**src/rtl/trng_hm_pkg.sv**
```systemverilog
package trng_hm_pkg;

    typedef enum logic [1:0] {
        SRC_RAW  = 2'd0,
        SRC_RED  = 2'd1,
        SRC_FIN  = 2'd2,
        SRC_NONE = 2'd3
    } src_sel_e;

    typedef struct packed {
        logic vld;
        logic val;
    } bit_smp_t;

    typedef enum logic [1:0] {
        CMD_IDLE,
        CMD_ARM,
        CMD_DISARM
    } test_cmd_e;

    // Arm has priority over disarm.
    function automatic test_cmd_e decode_cmd(input logic arm, input logic disarm);
        if (arm)
            return CMD_ARM;
        else if (disarm)
            return CMD_DISARM;
        return CMD_IDLE;
    endfunction

endpackage

```
**src/rtl/trng_hm_src_mux.sv**
```systemverilog
module trng_hm_src_mux
    import trng_hm_pkg::*;
#(
    parameter int NUM_SRC = 3,
    parameter int SEL_W   = 2
) (
    input  bit_smp_t [NUM_SRC-1:0] srcs,
    input  logic     [SEL_W-1:0]   sel,
    output bit_smp_t               picked
);
    // Unused select codes yield an all-zero (never valid) sample.
    always_comb begin
        picked = '0;
        for (int i = 0; i < NUM_SRC; i++) begin
            if (sel == SEL_W'(i))
                picked = srcs[i];
        end
    end
endmodule

```
**src/rtl/trng_hm_rep_count.sv**
```systemverilog
module trng_hm_rep_count
    import trng_hm_pkg::*;
#(
    parameter int CNT_W = 8
) (
    input  logic             clk,
    input  logic             rst,
    input  test_cmd_e        cmd,
    input  bit_smp_t         smp,
    input  logic [CNT_W-1:0] cutoff,
    output logic             active,
    output logic             fire
);
    localparam logic [CNT_W-1:0] CNT_MAX = '1;
    localparam logic [CNT_W-1:0] CNT_ONE = CNT_W'(1);

    logic [CNT_W-1:0] run_q, run_d;
    logic             prev_q;
    logic             take;

    always_comb begin
        take = active && smp.vld && (cmd == CMD_IDLE);
        if (run_q == '0 || smp.val != prev_q)
            run_d = CNT_ONE;
        else if (run_q == CNT_MAX)
            run_d = run_q;
        else
            run_d = run_q + CNT_ONE;
        fire = take && (cutoff != '0) && (run_d == cutoff);
    end

    always_ff @(posedge clk) begin
        if (rst) begin
            active <= 1'b0;
            run_q  <= '0;
            prev_q <= 1'b0;
        end else begin
            case (cmd)
                CMD_ARM: begin
                    active <= 1'b1;
                    run_q  <= '0;
                end
                CMD_DISARM: active <= 1'b0;
                default: begin
                    if (take) begin
                        run_q  <= run_d;
                        prev_q <= smp.val;
                        if (fire)
                            active <= 1'b0;
                    end
                end
            endcase
        end
    end
endmodule

```
**src/rtl/trng_hm_adapt_prop.sv**
```systemverilog
module trng_hm_adapt_prop
    import trng_hm_pkg::*;
#(
    parameter int CNT_W = 16,
    parameter int POS_W = 16
) (
    input  logic             clk,
    input  logic             rst,
    input  test_cmd_e        cmd,
    input  bit_smp_t         smp,
    input  logic [CNT_W-1:0] cutoff,
    input  logic [POS_W-1:0] window,
    output logic             active,
    output logic             fire
);
    localparam logic [CNT_W-1:0] CNT_MAX = '1;
    localparam logic [CNT_W-1:0] CNT_ONE = CNT_W'(1);
    localparam logic [POS_W-1:0] POS_ONE = POS_W'(1);

    logic [POS_W-1:0] pos_q, pos_d;
    logic [CNT_W-1:0] cnt_q, cnt_d;
    logic             ref_q;
    logic             first, hit, take;

    always_comb begin
        take  = active && smp.vld && (cmd == CMD_IDLE);
        first = (pos_q == '0);
        hit   = first || (smp.val == ref_q);
        if (first)
            cnt_d = CNT_ONE;
        else if (hit && cnt_q != CNT_MAX)
            cnt_d = cnt_q + CNT_ONE;
        else
            cnt_d = cnt_q;
        pos_d = (pos_q == window) ? '0 : pos_q + POS_ONE;
        fire  = take && hit && (cutoff != '0) && (cnt_d == cutoff);
    end

    always_ff @(posedge clk) begin
        if (rst) begin
            active <= 1'b0;
            pos_q  <= '0;
            cnt_q  <= '0;
            ref_q  <= 1'b0;
        end else begin
            case (cmd)
                CMD_ARM: begin
                    active <= 1'b1;
                    pos_q  <= '0;
                    cnt_q  <= '0;
                end
                CMD_DISARM: active <= 1'b0;
                default: begin
                    if (take) begin
                        pos_q <= pos_d;
                        cnt_q <= cnt_d;
                        if (first)
                            ref_q <= smp.val;
                        if (fire)
                            active <= 1'b0;
                    end
                end
            endcase
        end
    end
endmodule

```
**src/rtl/trng_health_mon.sv**
```systemverilog
module trng_health_mon
    import trng_hm_pkg::*;
#(
    parameter int RC_CUT_W = 8,
    parameter int AP_CUT_W = 16,
    parameter int WIN_W    = 16
) (
    input  logic                clk,
    input  logic                rst,
    input  logic                raw_bit,
    input  logic                raw_vld,
    input  logic                red_bit,
    input  logic                red_vld,
    input  logic                fin_bit,
    input  logic                fin_vld,
    input  logic [1:0]          stream_sel,
    input  logic                rc_arm,
    input  logic                rc_disarm,
    input  logic                ap_arm,
    input  logic                ap_disarm,
    input  logic [RC_CUT_W-1:0] rc_cutoff,
    input  logic [AP_CUT_W-1:0] ap_cutoff,
    input  logic [WIN_W-1:0]    ap_window,
    input  logic                rc_keep_run,
    input  logic                ap_keep_run,
    input  logic [1:0]          flag_clr,
    output logic                rc_active,
    output logic                ap_active,
    output logic                rc_flag,
    output logic                ap_flag,
    output logic                gen_stop
);
    localparam int NUM_SRC = 3;
    localparam int NUM_TST = 2;

    bit_smp_t [NUM_SRC-1:0] srcs;
    bit_smp_t               watched;
    logic                   rc_fire, ap_fire;
    logic [NUM_TST-1:0]     fires, keeps, flags;

    assign srcs[SRC_RAW] = '{vld: raw_vld, val: raw_bit};
    assign srcs[SRC_RED] = '{vld: red_vld, val: red_bit};
    assign srcs[SRC_FIN] = '{vld: fin_vld, val: fin_bit};

    trng_hm_src_mux #(.NUM_SRC(NUM_SRC), .SEL_W(2)) u_mux (
        .srcs   (srcs),
        .sel    (stream_sel),
        .picked (watched)
    );

    trng_hm_rep_count #(.CNT_W(RC_CUT_W)) u_rep (
        .clk    (clk),
        .rst    (rst),
        .cmd    (decode_cmd(rc_arm, rc_disarm)),
        .smp    (watched),
        .cutoff (rc_cutoff),
        .active (rc_active),
        .fire   (rc_fire)
    );

    trng_hm_adapt_prop #(.CNT_W(AP_CUT_W), .POS_W(WIN_W)) u_prop (
        .clk    (clk),
        .rst    (rst),
        .cmd    (decode_cmd(ap_arm, ap_disarm)),
        .smp    (watched),
        .cutoff (ap_cutoff),
        .window (ap_window),
        .active (ap_active),
        .fire   (ap_fire)
    );

    assign fires = {ap_fire, rc_fire};
    assign keeps = {ap_keep_run, rc_keep_run};

    // Sticky flags: a detection outranks a clear in the same cycle.
    for (genvar t = 0; t < NUM_TST; t++) begin : g_flag
        always_ff @(posedge clk) begin
            if (rst)
                flags[t] <= 1'b0;
            else if (fires[t])
                flags[t] <= 1'b1;
            else if (flag_clr[t])
                flags[t] <= 1'b0;
        end
    end

    always_ff @(posedge clk) begin
        if (rst)
            gen_stop <= 1'b0;
        else
            gen_stop <= |(fires & ~keeps);
    end

    assign rc_flag = flags[0];
    assign ap_flag = flags[1];
endmodule

```
**config.mk**
```make
export PLATFORM = sky130hd
export DESIGN_NAME = trng_health_mon
export DESIGN_NICKNAME = d
export VERILOG_FILES = /design/src/rtl/trng_hm_pkg.sv /design/src/rtl/trng_hm_src_mux.sv /design/src/rtl/trng_hm_rep_count.sv /design/src/rtl/trng_hm_adapt_prop.sv /design/src/rtl/trng_health_mon.sv
export SDC_FILE = /design/constraint.sdc
export NUM_CORES = 1
export LEC_CHECK = 0
export BUFFER_PORTS_ARGS = -buffer_cell sky130_fd_sc_hd__buf_4
export CAP_MARGIN = 25
export CORE_ASPECT_RATIO = 0.8
export CORE_UTILIZATION = 35
export CTS_BUF_LIST = sky130_fd_sc_hd__clkbuf_8
export CTS_CLUSTER_SIZE = 30
export DETAILED_ROUTE_END_ITERATION = 16
export GPL_TIMING_DRIVEN = 1
export PLACE_DENSITY_LB_ADDON = 0.25
export SKIP_CTS_REPAIR_TIMING = 1
export SYNTH_ARGS = -nofsm -noshare
export SYNTH_HDL_FRONTEND = slang
export SYNTH_HIERARCHICAL = 1
export SYNTH_SLANG_ARGS = --single-unit
```
**constraint.sdc**
```tcl
create_clock -name clk -period 7.7 [get_ports clk]
set_input_delay 0.77 -clock clk [delete_from_list [all_inputs] [get_ports clk]]
set_output_delay 0.77 -clock clk [all_outputs]
set_load 0.01 [all_outputs]
```
==> qor.csv <==
stage;metric;value;unit
logic_synthesis;Post-synth EDFFs;0;
routing;drt drc;0;
sta;final worst setup slack;4.12;ns
min_path;hold_sp;rc_flag;
routing;total iterations of the first detailed-routing run;5;
min_path;type of the worst min-delay path;flop to flop;
critical_path;R2R setup slack;4.32;ns
run_status;outcome;finished, final reports clean;
power;Pleak;1.63;nW
job;Max-Cap Viols;0;
global_route;largest net degree at the start of global routing;36;
logic_synthesis;syn avg cell area;7.64;um^2
routing;Routed Antenna Nets;0;
clock_tree;clock-pin slew on the worst setup and hold paths;0.10;ns
critical_path;Slowest-stage cell, CP;or4_1;
routing;Initial DRC Count;313;
logic_synthesis;Seq cells post-synth;47;
clock_tree;clock latency on the worst-skew pair;0.31;ns
power;Worst VDD drop;0.0952;mV
logic_synthesis;Cell variety after synth;76;
final_layout;Storage cell area;941;um^2
global_route;global route total overflow;0;
sta;setup_tns;0;ns
final_layout;number of diodes;0;
logic_synthesis;Post-Syn Nets;591;
sta;final worst-path cycle share;46.5;%
final_layout;largest registers;u_prop/cnt_q x16, u_prop/pos_q x16, u_rep/run_q x8;
logic_synthesis;cell taking the most area after synthesis;dfxtp_1;
placed_design;# port buffers;62;
power;cell area power density;125;nW/um^2
logic_synthesis;Async SR Flop Fraction;0;%
die;FP Rows;34;
logic_synthesis;post-synthesis cell count;522;
sta;# setup viols final;0;
critical_path;CP endpoint kind;flop;
routing;drt total wl;11200;um
routing;vias per std cell;5.80;
placed_design;Setup WS pre-CTS;3.80;ns
sta;Final Critical Period;3.58;ns
critical_path;critical path, cell by cell;buf_4, mux2i_1, o2bb2ai_1, xor2_2, or4_1, o211a_1, o21ba_1, nor4_2, nand4b_1, nor4b_2, a211oi_1;
global_route;GR Util met1;29.5;%
global_route;vias in the first global route;3776;
clock_tree;H-tree depth;2;
critical_path;cell count of the worst reg-to-reg path;12;
clock_tree;CTS root buf;clkbuf_8;
sta;RSZ-0062 raised after global routing;false;
critical_path;type of origin of the critical path;input pin;
logic_synthesis;Synth Cell Area;3990;um^2
clock_tree;clock sink count;47;
min_path;hold path cells;2;
routing;via count;4103;
critical_path;Crit path arrival time;3.78;ns
final_layout;layout cells sized above 1;17.6;%
die;die area;11800;um^2
die;Initial Util;36.3;%
critical_path;CP required;7.89;ns
global_route;total track usage;20.0;%
global_route;initial antenna violation count;0;
final_layout;Synth-to-Final Area Change;16.7;%
placed_design;gpl congestion;0.904;
critical_path;crit-path max FO;19;
power;Pwr Total;0.000581;W
critical_path;Max stage delay on crit path;0.64;ns
critical_path;CP Class;input pin to flop;
critical_path;worst r2r src;u_prop/pos_q[0];
die;Core Area;11000;um^2
logic_synthesis;Synth Warn #;6;
global_route;GRT Max-Usage Layer;met2;
min_path;hold path endpoint;rc_flag;
sta;Max-slew headroom;43.6;%
logic_synthesis;top_reg_cell synth;dfxtp_1;
sta;Layout Skew;0.0112;ns
die;Die H;97.5;um
clock_tree;CTS Buffer Depth;2;
global_route;first-pass GRT wire length;19100;um
sta;Final Hold Viols;0;
clock_tree;cts bufs inserted;5;
placed_design;DP HPWL;8590;um
logic_synthesis;Synth top area share;23.6;%
clock_tree;TritonCTS clock tree;built;
global_route;met2 usage;29.5;%
sta;worst slew pin tran;0.846;ns
logic_synthesis;sequential share of the synthesized area;23.6;%
routing;wire length per cell;15.9;um
sta;Final Max Tran Viols;0;
final_layout;Fill cells;1113;
sta;Fmax achieved;0.279;GHz
die;Die W;121;um
critical_path;worst reg2reg endpoint;gen_stop;
die;I/O pins;63;
final_layout;final net count;632;
global_route;M3 GR Usage;3.52;%
logic_synthesis;synth top area cells;dfxtp_1, xnor2_1, a21oi_1;
final_layout;area of the multi-input gates;2850;um^2
## cell usage after synthesis (11+ instances only)
master / number
or3_1: 15
nand4_1: 22
ha_1: 11
a21oi_1: 47
nor2_1: 47
xor2_1: 15
nand2_1: 28
xnor2_1: 32
o21ai_0: 18
nor4_1: 15
nor3_1: 22
nand3_1: 20
clkbuf_1: 17
inv_1: 15
dfxtp_1: 47
o21ai_1: 11
## kinds of logic after synthesis
family | after synthesis | share of synthesized area [%]
mux | 5 | 1.26
fa+ha+maj | 11 | 3.45
simple gates | 231 | 33.3
xor+xnor | 50 | 11.9
compound gates | 131 | 21.4
flops | 47 | 23.6
buf+inv | 47 | 5.12
## critical path, delay by kind of cell
kind,cells,cell delay [ns]
xor gates and xnor gates,1,0.40
buffers and inverters,1,0.12
and+or+nand+nor,4,1.32
AOI/OAI and AO/OA,4,1.03
muxes,1,0.11
## layer usage
layer / up-vias / wire length (um)
met5: - / 0
met4: 0 / 123
met3: 11 / 477
met2: 120 / 5040
met1: 1963 / 5600
li1: 2009 / -
## area by class of cell
cell class	count	area share [%]
flip-flops and latches	47	20.2
clock inverters	3	1.37
clock buffers	5	1.48
well taps	144	3.87
inverters	15	1.21
multi-input cells	428	61.2
repair buffers	66	10.6
## report_power, final
part	internal, W	switching (W)	leakage [nW]	total [W]
logic	0.0000506	0.0000631	1.18	0.000114
registers	0.000245	0.00000423	0.380	0.000250
clock network	0.000129	0.0000893	0.0695	0.000218
total	0.000424	0.000157	1.63	0.000581
## through the flow
stage / utilization, % / std cells / hold WS, ns / cell area (um^2)
after global routing: 42.4 / 708 / 0.521 / 4650
after global placement: 41.1 / 699 / 0.463 / 4510
after floorplan: - / 522 / 0.466 / 3990
after CTS: 42.3 / 707 / 0.481 / 4650
final: 42.4 / 708 / 0.480 / 4650
after detailed placement: 41.1 / 699 / 0.464 / 4510
## worst max path at each step
stage               slack (ns)             to          start  cells past startpoint
floorplan                 4.38       gen_stop  stream_sel[0]                     11
global placement          3.90       gen_stop  stream_sel[0]                     12
detailed placement        3.80  u_prop/active  stream_sel[0]                     11
CTS                       4.13  u_prop/active  stream_sel[0]                     11
global route              3.85       gen_stop  stream_sel[0]                     12
finish                    4.12  u_prop/active  stream_sel[0]                     11
## cells in the final DEF, fill, tap and decap left out, types with 4 or more instances in the layout
master,instances
mux2i_1,5
and3_1,5
nor2_1,47
nand3_1,20
or3_1,15
dfxtp_1,47
xor2_1,15
a22oi_1,4
nand2b_1,9
nand2_1,28
a21oi_1,47
o2bb2ai_1,4
nor3_1,22
nor4_1,14
or4_1,4
ha_1,11
a31oi_1,9
o21ai_1,11
xnor2_1,32
nand4_1,22
buf_4,66
a211oi_1,7
o21ai_0,18
and2_1,7
clkbuf_8,5
inv_1,16
and4_1,6
o31a_1,4
Note: power is estimated with default switching activity, not from simulation.
